**config.mk**
```make
export PLATFORM = sky130hd
export DESIGN_NAME = fcap_array
export DESIGN_NICKNAME = d
export VERILOG_FILES = /design/src/rtl/fcap_pkg.sv /design/src/rtl/fcap_phase_track.sv /design/src/rtl/fcap_channel.sv /design/src/rtl/fcap_array.sv
export SDC_FILE = /design/constraint.sdc
export NUM_CORES = 1
export LEC_CHECK = 0
export ABC_AREA = 1
export BUFFER_PORTS_ARGS = -buffer_cell sky130_fd_sc_hd__buf_2
export CAP_MARGIN = 20
export CORE_MARGIN = 4
export CORE_UTILIZATION = 30
export DETAILED_ROUTE_END_ITERATION = 10
export PLACE_DENSITY = 0.52
export RECOVER_POWER = 25
export SLEW_MARGIN = 30
export SYNTH_ARGS = -nofsm -noshare
export SYNTH_HDL_FRONTEND = slang
export SYNTH_SLANG_ARGS = --single-unit
```
**constraint.sdc**
```tcl
create_clock -name clk -period 1.14 [get_ports clk]
set_input_delay 0.057 -clock clk [delete_from_list [all_inputs] [get_ports clk]]
set_output_delay 0.057 -clock clk [all_outputs]
set_load 0.005 [all_outputs]
```
**src/rtl/fcap_pkg.sv**
```systemverilog
package fcap_pkg;

  typedef enum logic [1:0] {
    PH_RST  = 2'b00,
    PH_CHG  = 2'b01,
    PH_DIS  = 2'b10,
    PH_IDLE = 2'b11
  } phase_e;

endpackage

```
**src/rtl/fcap_phase_track.sv**
```systemverilog
module fcap_phase_track
  import fcap_pkg::*;
(
  input  logic       clk,
  input  logic       rst,
  input  logic [1:0] phase_i,
  output logic       dis_o,
  output logic       start_o,
  output logic       fin_o,
  output logic       valid_o
);

  logic dis_q;

  assign dis_o   = (phase_i == PH_DIS);
  assign start_o = dis_o & ~dis_q;
  assign fin_o   = ~dis_o & dis_q;

  always_ff @(posedge clk) begin
    if (rst) begin
      dis_q   <= 1'b0;
      valid_o <= 1'b0;
    end else begin
      dis_q   <= dis_o;
      valid_o <= fin_o;
    end
  end

endmodule

```
**src/rtl/fcap_channel.sv**
```systemverilog
module fcap_channel #(
  parameter int CW = 6
) (
  input  logic          clk,
  input  logic          rst,
  input  logic          dis_i,
  input  logic          start_i,
  input  logic          fin_i,
  input  logic          cmp_i,
  input  logic [CW-1:0] count_i,
  output logic [CW-1:0] res_o,
  output logic          ovf_o
);

  logic          caught_q;
  logic [CW-1:0] hit_q;
  logic          take;

  // a new discharge phase ignores the previous caught flag
  assign take = dis_i & cmp_i & (start_i | ~caught_q);

  always_ff @(posedge clk) begin
    if (rst) begin
      caught_q <= 1'b0;
      hit_q    <= '0;
    end else begin
      if (start_i) caught_q <= cmp_i;
      else if (take) caught_q <= 1'b1;
      if (take) hit_q <= count_i;
    end
  end

  always_ff @(posedge clk) begin
    if (rst) begin
      res_o <= '0;
      ovf_o <= 1'b0;
    end else if (fin_i) begin
      res_o <= caught_q ? hit_q : {CW{1'b1}};
      ovf_o <= ~caught_q;
    end
  end

endmodule

```
**src/rtl/fcap_array.sv**
```systemverilog
module fcap_array #(
  parameter int NCH = 8,
  parameter int CW  = 6
) (
  input  logic              clk,
  input  logic              rst,
  input  logic [1:0]        phase_i,
  input  logic [CW-1:0]     count_i,
  input  logic [NCH-1:0]    cmp_i,
  output logic [NCH*CW-1:0] res_o,
  output logic [NCH-1:0]    ovf_o,
  output logic              valid_o
);

  logic dis, start, fin;

  fcap_phase_track u_phase (
    .clk     (clk),
    .rst     (rst),
    .phase_i (phase_i),
    .dis_o   (dis),
    .start_o (start),
    .fin_o   (fin),
    .valid_o (valid_o)
  );

  for (genvar i = 0; i < NCH; i++) begin : g_ch
    fcap_channel #(.CW(CW)) u_ch (
      .clk     (clk),
      .rst     (rst),
      .dis_i   (dis),
      .start_i (start),
      .fin_i   (fin),
      .cmp_i   (cmp_i[i]),
      .count_i (count_i),
      .res_o   (res_o[i*CW +: CW]),
      .ovf_o   (ovf_o[i])
    );
  end

endmodule

```
# After elaboration in Yosys (flattened, before gate mapping)
# Index checks and enable logic that the tools add are counted.
# word_totals
reg_bits,114
# classes
n_eq_ne,1
mux,24
bitwise_logic,36
reduce_logical,8
# ops
operator,n
2-to-1 mux 6 bit,8
bitwise AND 1 bit,18
2-to-1 mux 1 bit,16
nonzero test 2 bit,8
NOT 1 bit,10
bitwise OR 1 bit,8
"equality test 2 bit, second input constant",1

# Depth between registers and ports, before layout
# Gate-level depths: netlist (run 1).
# depth
word_depth,6
mapped_depth,8

# Cells and area by module
# A second synthesis (run 1) with hierarchy kept.
# hier_totals
cells_unflattened,602
area_unflattened_um2,4742.0
# modules_own_cells
mod,seq_area_each_um2,cells_each,instances,area_each_um2
fcap_channel,280.3,74,8,583.1
fcap_phase_track,40.0,10,1,77.6

# Least setup slack after synthesis (run 1)
# Ideal clock, no wire load.
# synth_path
path_kind,reg2reg
startpoint,register u_phase.dis_q
endpoint,register g_ch[4].u_ch.hit_q[1]
arrival_time_ps,995
path_stages_with_launch,9
path_buffers,2
t_required_ps,1025
slack_ps,30
period_less_slack_ps,1110
cell_sequence,dfxtp_1 -> inv_1 -> nand3_2 -> buf_6 -> nand2_2 -> buf_4 -> nand3_1 -> nand2_1 -> nor2_1
# synth_via
elab_chain_len,4
# synth_lines
element,line,source
start: declaration,fcap_phase_track.sv:13,logic dis_q;
start signal: assignment,fcap_phase_track.sv:24,dis_q <= dis_o;
NOT 1 bit,fcap_phase_track.sv:16,assign start_o = dis_o & ~dis_q;
bitwise AND 1 bit,fcap_phase_track.sv:16,
bitwise OR 1 bit,fcap_channel.sv:20,assign take = dis_i & cmp_i & (start_i | ~caught_q);
bitwise AND 1 bit,fcap_channel.sv:20,
end signal: assignment,fcap_channel.sv:29,if (take) hit_q <= count_i;
end: declaration,fcap_channel.sv:16,logic [CW-1:0] hit_q;
# No other way between the ends.
# A chain may end at the register's enable or synchronous reset.

# Final worst setup path (run 1)
# layout_path
startpoint,register u_phase.dis_q
endpoint,register g_ch[2].u_ch.hit_q[5]
# layout_via
elab_chain_len,4
# layout_lines
element,line
NOT 1 bit,fcap_phase_track.sv:16
bitwise AND 1 bit,fcap_phase_track.sv:16
bitwise OR 1 bit,fcap_channel.sv:20
bitwise AND 1 bit,fcap_channel.sv:20
end signal: assignment,fcap_channel.sv:29
end: declaration,fcap_channel.sv:16
# No other way between the ends.

==> impl_metrics.py, run 1 <==
metrics = {
    "status": {
        "outcome": "completed",
    },
    "setup_path": {
        "worstSetupEndpointType": "register",
        "r2r_end": "g_ch[2].u_ch.hit_q[5]",
        "crit_family": "buffers and inverters",
        "cp.arrival_ns": 1.41,
        "worstPathRequired_ns": 1.44,
        "slowest_stage": "dfxtp_2",
        "critPathLaunchType": "register",
        "path_buf_inv": 3,
        "crit_type": "reg -> reg",
        "reg2reg_slack_ns": 0.02,
        "path_cells": "inv_2, nand3_2, buf_6, nand2_4, clkbuf_16, a21oi_2, nor2_1",
        "slowest_delay_ns": 0.33,
        "r2r_start": "u_phase.dis_q",
        "setup.worst_path.start": "u_phase.dis_q",
        "crit_path_max_fanout": 6,
        "worstRegToRegCells": 7,
    },
    "floorplanning": {
        "io_pins": 75,
        "core_area_um2": 14100,
        "initial_core_util_pct": 31.0,
        "rows": 43,
        "die_w_um": 129,
        "dieArea_um2": 16600,
        "die_h_um": 129,
    },
    "timing": {
        "worst_pin_slew_ns": 0.464,
        "rsz0062_at_grt": "yes",
        "max_freq_ghz": 0.895,
        "hold_viol": 0,
        "drv_slew": 0,
        "maxSlewHeadroom_pct": 69.1,
        "finClkSkew_ns": 0.00692,
        "setup_viol": 0,
        "fin_crit_sh_pct": 98.1,
        "fin_crit_ns": 1.12,
    },
    "flow_run": {
        "max-cap-violations": 0,
    },
    "cells_and_area": {
        "area_growth_pct": 29.7,
        "num-nets-final": 678,
        "final_cell_mix": "158 x nor2_1, 113 x dfxtp_1, 65 x buf_2",
        "drive_above_1_share_pct": 23.4,
        "nFillCells": 1500,
        "diodes": 0,
        "final_area_um2": 5670,
        "mostFrequentLayoutCell": "nor2_1",
        "regArea_um2": 2280,
        "multi_input_area_um2": 1890,
    },
    "min_path": {
        "holdCritStartpoint": "rst",
        "hold_depth": 3,
        "hold_end": "u_phase.dis_q",
        "hold_path.class": "in -> reg",
    },
    "routing": {
        "vias_per_cell": 4.58,
        "ant_nets": 0,
        "wire_per_inst_um": 13.3,
        "wl_mm": 11.4,
        "num_vias": 3905,
        "dr.pass1.iters": 5,
        "drt-initial-drc-count": 178,
        "drcViolationCount": 0,
    },
    "synthesis": {
        "ys_seq_elements": 114,
        "synth_warnings": 0,
        "synthCells": 583,
        "synth_top_area_cell": "dfxtp_1",
        "synth-seq-area-share_pct": 52.2,
        "ys_top_cells_by_area": "dfxtp_1 52%, nor2_1 14%, nand3_1 7.3%",
        "synth_top_area_share_pct": 52.2,
        "synth_area_um2": 4370,
        "synth_fp_nets": 601,
        "yosysUniqueCellTypes": 18,
        "avgSynthCellArea_um2": 7.49,
    },
    "clock_network": {
        "cts_tree": "done",
        "h-tree-depth": 4,
        "cts.path.max_buffers": 2,
        "clock_sinks": 114,
        "clkTransAtPathRegs_ns": 0.05,
        "cts_buffers": 17,
        "hold_buffers": 0,
        "clk-insertion-delay-late_ns": 0.40,
        "post_cts_buffers": 0,
        "clockRootBuffer": "clkbuf_16",
    },
    "placed_design": {
        "gp_congestion": 0.748,
        "io_buffers": 74,
        "hpwl_mm": 7.39,
        "post_dp_cell_area_um2": 4950,
    },
    "global_routing": {
        "grt_pass1_wl_mm": 18.8,
        "grt_pass1_vias": 3774,
        "grt_overflow": 0,
        "grt_antenna_before_repair": 0,
        "grtUsageTotal_pct": 14.2,
        "grt_max_degree": 64,
    },
    "pwr": {
        "p_per_area_nw_per_um2": 1760,
        "irDropWorstVdd_uv": 1000,
        "p_leak_nw": 2.66,
        "total_power_mw": 9.96,
    },
}
-- kinds of logic (layout without fill, tap and decap cells) --
kind of cell	Yosys count	in the layout	synth area share [%]
flops	114	114	52.2
compound gates	107	107	12.3
simple gates	295	295	27.8
buf+inv	67	156	7.70
-- area by class of cell --
cell class / count / share of cell area (%)
tap: 180 / 3.97
sequential: 114 / 40.3
timing repair buffer: 102 / 11.3
clock buffer: 25 / 8.57
clock inverter: 6 / 0.971
multi-input combinational: 402 / 33.4
inverter: 23 / 1.57
-- repair_timing --
| action | CTS | global route |
|---|---|---|
| endpoints found under the setup margin | 75 | 72 |
| resized for setup | 18 | 27 |
| pin swaps | 0 | 2 |
| endpoints found under the hold margin | 0 | 0 |
| gates cloned | 0 | 2 |
-- state kept, by name (all words and copies together) (netlist names) --
signal and cells:
g_ch.u_ch.ovf_o 8, u_phase.valid_o 1, g_ch.u_ch.hit_q 48, g_ch.u_ch.caught_q 8, g_ch.u_ch.res_o 48, u_phase.dis_q 1
-- per-stage QoR --
step                setup TNS, ns  cells  setup slack [ns]  hold slack (ns)  util (%)
finish                          0    852            0.0221           0.0409      40.2
global route                -1.14    852           -0.0475           0.0375      40.2
CTS                             0    850            0.0195           0.0409      39.4
detailed placement          -3.91    819            -0.175            0.439      35.1
global placement            -2.98    819            -0.104            0.436      35.1
floorplan                       0    583            0.0298            0.228         -
-- how the worst max path moves through the flow --
| stage | endpoint | slack [ns] | depth (start not counted) |
|---|---|---|---|
| floorplan | g_ch[4].u_ch.hit_q[1] | 0.03 | 8 |
| global placement | g_ch[5].u_ch.hit_q[3] | -0.10 | 7 |
| detailed placement | g_ch[3].u_ch.hit_q[4] | -0.17 | 6 |
| CTS | g_ch[4].u_ch.res_o[2] | 0.02 | 4 |
| global route | g_ch[0].u_ch.res_o[4] | -0.05 | 4 |
| finish | g_ch[2].u_ch.hit_q[5] | 0.02 | 7 |
-- report_power, final --
group,switching (mW),total [mW],internal [mW]
Clock,1.70,4.83,3.13
Combinational,0.481,0.818,0.337
Sequential,0.115,4.31,4.19
-- routing by layer --
| layer | vias to the layer above | track usage [%] | wire length [µm] |
|---|---|---|---|
| li1 | 2041 | - | - |
| met4 | 0 | 5.31 | 180 |
| met5 | - | 0 | 0 |
| met2 | 84 | 22.2 | 5220 |
| met1 | 1765 | 18.4 | 5320 |
| met3 | 15 | 4.69 | 657 |
-- Yosys cell counts, drive strengths merged --
cell type / instances
nor2: 158
dfxtp: 114
nand2: 69
nand3: 65
a21oi: 56
o21ai: 51
buf: 38
inv: 23
clkbuf: 6
nor3: 3
-- worst reg2reg max path, cell delays in order (launching register included) --
cell and delay, ns:
dfxtp_2 0.33, inv_2 0.03, nand3_2 0.08, buf_6 0.15, nand2_4 0.08, clkbuf_16 0.17, a21oi_2 0.11, nor2_1 0.06
Power figures use the tool's default switching activity.
==> run 2: changes to the inputs <==
--- a/config.mk
+++ b/config.mk
@@ -10,9 +10,11 @@
 export CAP_MARGIN = 20
 export CORE_MARGIN = 4
 export CORE_UTILIZATION = 30
+export CTS_CLUSTER_SIZE = 16
 export DETAILED_ROUTE_END_ITERATION = 10
 export PLACE_DENSITY = 0.52
 export RECOVER_POWER = 25
+export REMOVE_ABC_BUFFERS = 1
 export SLEW_MARGIN = 30
 export SYNTH_ARGS = -nofsm -noshare
 export SYNTH_HDL_FRONTEND = slang
==> run 2 against run 1 <==
Clock power is 14% higher. Sequential power barely moved. Largest power group unchanged. Worst hold slack worse by 0.016 ns. Sequential share of layout area shrank 1.4 points. Worst setup slack got worse by 0.045 ns. Clock skew is 0.0022 ns lower. Register-to-register slack got worse by 0.05 ns. Highest routed layer unchanged. The run now ends with negative setup slack left. Non-clock buffer count rose by 4. Sequential cell count unchanged. First-iteration DRC count is 2.2% lower.
==> impl_metrics.py, run 2 (synthesized netlist as in run 1, its figures left out) <==
metrics = {
    "status": {
        "outcome": "finished with violations",
        "violations": "negative setup slack",
    },
    "floorplanning": {
        "io_pins": 75,
        "rows": 43,
        "die_w_um": 129,
        "initial_core_util_pct": 31.0,
        "core_area_um2": 14100,
        "die_h_um": 129,
        "dieArea_um2": 16600,
    },
    "setup_path": {
        "crit_type": "reg -> reg",
        "worstRegToRegCells": 8,
        "slowest_delay_ns": 0.33,
        "crit_end": "g_ch[7].u_ch.hit_q[5]",
        "cp.arrival_ns": 1.47,
        "worstSetupEndpointType": "register",
        "path_buf_inv": 3,
        "critPathLaunchType": "register",
        "r2r_start": "u_phase.dis_q",
        "setup.worst_path.start": "u_phase.dis_q",
        "path_cells": "inv_2, nand3_4, buf_12, nand2_4, buf_6, nand3_1, nand2_1, nor2_1",
        "crit_path_max_fanout": 7,
        "slowest_stage": "dfxtp_2",
        "reg2reg_slack_ns": -0.02,
        "worstPathRequired_ns": 1.44,
        "r2r_end": "g_ch[7].u_ch.hit_q[5]",
        "crit_family": "buffers and inverters",
        "crit_cells": 8,
    },
    "placed_design": {
        "post_dp_cell_area_um2": 4950,
        "placed_cells": 820,
        "gp_congestion": 0.782,
        "io_buffers": 74,
        "hpwl_mm": 7.42,
        "dp_slack_ns": -0.209,
    },
    "clock_network": {
        "clk-insertion-delay-late_ns": 0.41,
        "clkTransAtPathRegs_ns": 0.05,
        "cts.path.max_buffers": 2,
        "cts_buffers": 17,
        "h-tree-depth": 4,
        "clockRootBuffer": "clkbuf_16",
        "cts_tree": "done",
        "clock_sinks": 114,
    },
    "routing": {
        "drcViolationCount": 0,
        "wl_mm": 11.3,
        "num_vias": 3994,
        "drt-initial-drc-count": 174,
        "ant_nets": 0,
        "dr.pass1.iters": 4,
        "vias_per_cell": 4.66,
        "wire_per_inst_um": 13.2,
    },
    "global_routing": {
        "grtUsageTotal_pct": 14.2,
        "grt_pass1_wl_mm": 18.6,
        "grt_overflow": 0,
        "grt_pass1_vias": 3752,
        "grt_antenna_before_repair": 0,
        "grt_max_degree": 53,
    },
    "pwr": {
        "p_per_area_nw_per_um2": 1820,
        "total_power_mw": 10.7,
        "p_leak_nw": 2.71,
        "irDropWorstVdd_uv": 991,
    },
    "flow_run": {
        "max-cap-violations": 0,
    },
    "cells_and_area": {
        "diodes": 0,
        "final_area_um2": 5870,
        "num-nets-final": 682,
        "drive_above_1_share_pct": 24.5,
        "area_growth_pct": 34.4,
        "utilization_pct": 41.6,
        "top_regs": "g_ch.u_ch.hit_q x48, g_ch.u_ch.res_o x48",
        "fin_cells": 857,
        "mostFrequentLayoutCell": "nor2_1",
        "final_cell_mix": "158 x nor2_1, 113 x dfxtp_1, 59 x buf_2",
    },
    "timing": {
        "finalSetupTns_ns": -0.174,
        "worst_pin_slew_ns": 0.510,
        "max_freq_ghz": 0.860,
        "fin_ws_ns": -0.0234,
        "whs_ns": 0.0246,
        "rsz0062_at_grt": "yes",
        "finClkSkew_ns": 0.00473,
        "fin_crit_ns": 1.16,
        "drv_slew": 0,
        "hold_viol": 0,
        "maxSlewHeadroom_pct": 65.9,
        "setup_viol": 20,
        "fin_crit_sh_pct": 102,
    },
    "min_path": {
        "hold_path.class": "in -> reg",
    },
}
==> run 2: worst min-delay path by stage <==
stage | end | start | cells past startpoint | slack (ns)
after CTS | u_phase.dis_q | phase_i[1] | 3 | 0.007
after global routing | u_phase.dis_q | phase_i[1] | 3 | 0.03
after detailed placement | u_phase.dis_q | phase_i[1] | 3 | 0.43
final | u_phase.dis_q | phase_i[1] | 3 | 0.02
after floorplan | g_ch[0].u_ch.caught_q | rst | 1 | 0.13
after global placement | u_phase.dis_q | phase_i[1] | 3 | 0.42
==> run 2: layout make-up <==
cell class              count  area, µm²
fillers                  1476       8230
repair buffers            106        687
clock inverters            11        159
inverters                  23       91.3
multi-input cells         402       1960
well taps                 180        225
flip-flops and latches    114       2280
clock buffers              21        460
==> run 2: worst register-to-register path, stage by stage (launching register included) <==
cell and delay [ns]:
dfxtp_2 0.33, inv_2 0.07, nand3_4 0.10, buf_12 0.17
nand2_4 0.07, buf_6 0.13, nand3_1 0.07, nand2_1 0.08
nor2_1 0.04
==> run 2: routing by layer <==
metal  vias to the layer above  part of all wire (%)  global-route usage, %
li1                       2055                     -                      -
met1                      1845                    46                   17.6
met2                        75                    47                   23.2
met3                        19                   4.8                   4.15
met4                         0                   1.8                   5.74
met5                         -                     0                      0
==> run 2: power by group <==
group,total [mW],leakage [nW],switching (mW),internal (mW)
registers,4.31,0.932,0.114,4.19
logic,0.849,1.47,0.495,0.355
clock network,5.52,0.310,1.78,3.74
==> run 2: timing repair <==
item	in CTS	in global routing
pin swaps	4	0
setup buffers	1	0
gates cloned	3	0
resized for setup	49	20
hold endpoints to repair	6	0
endpoints found under the setup margin	92	100
hold buffers	1	0
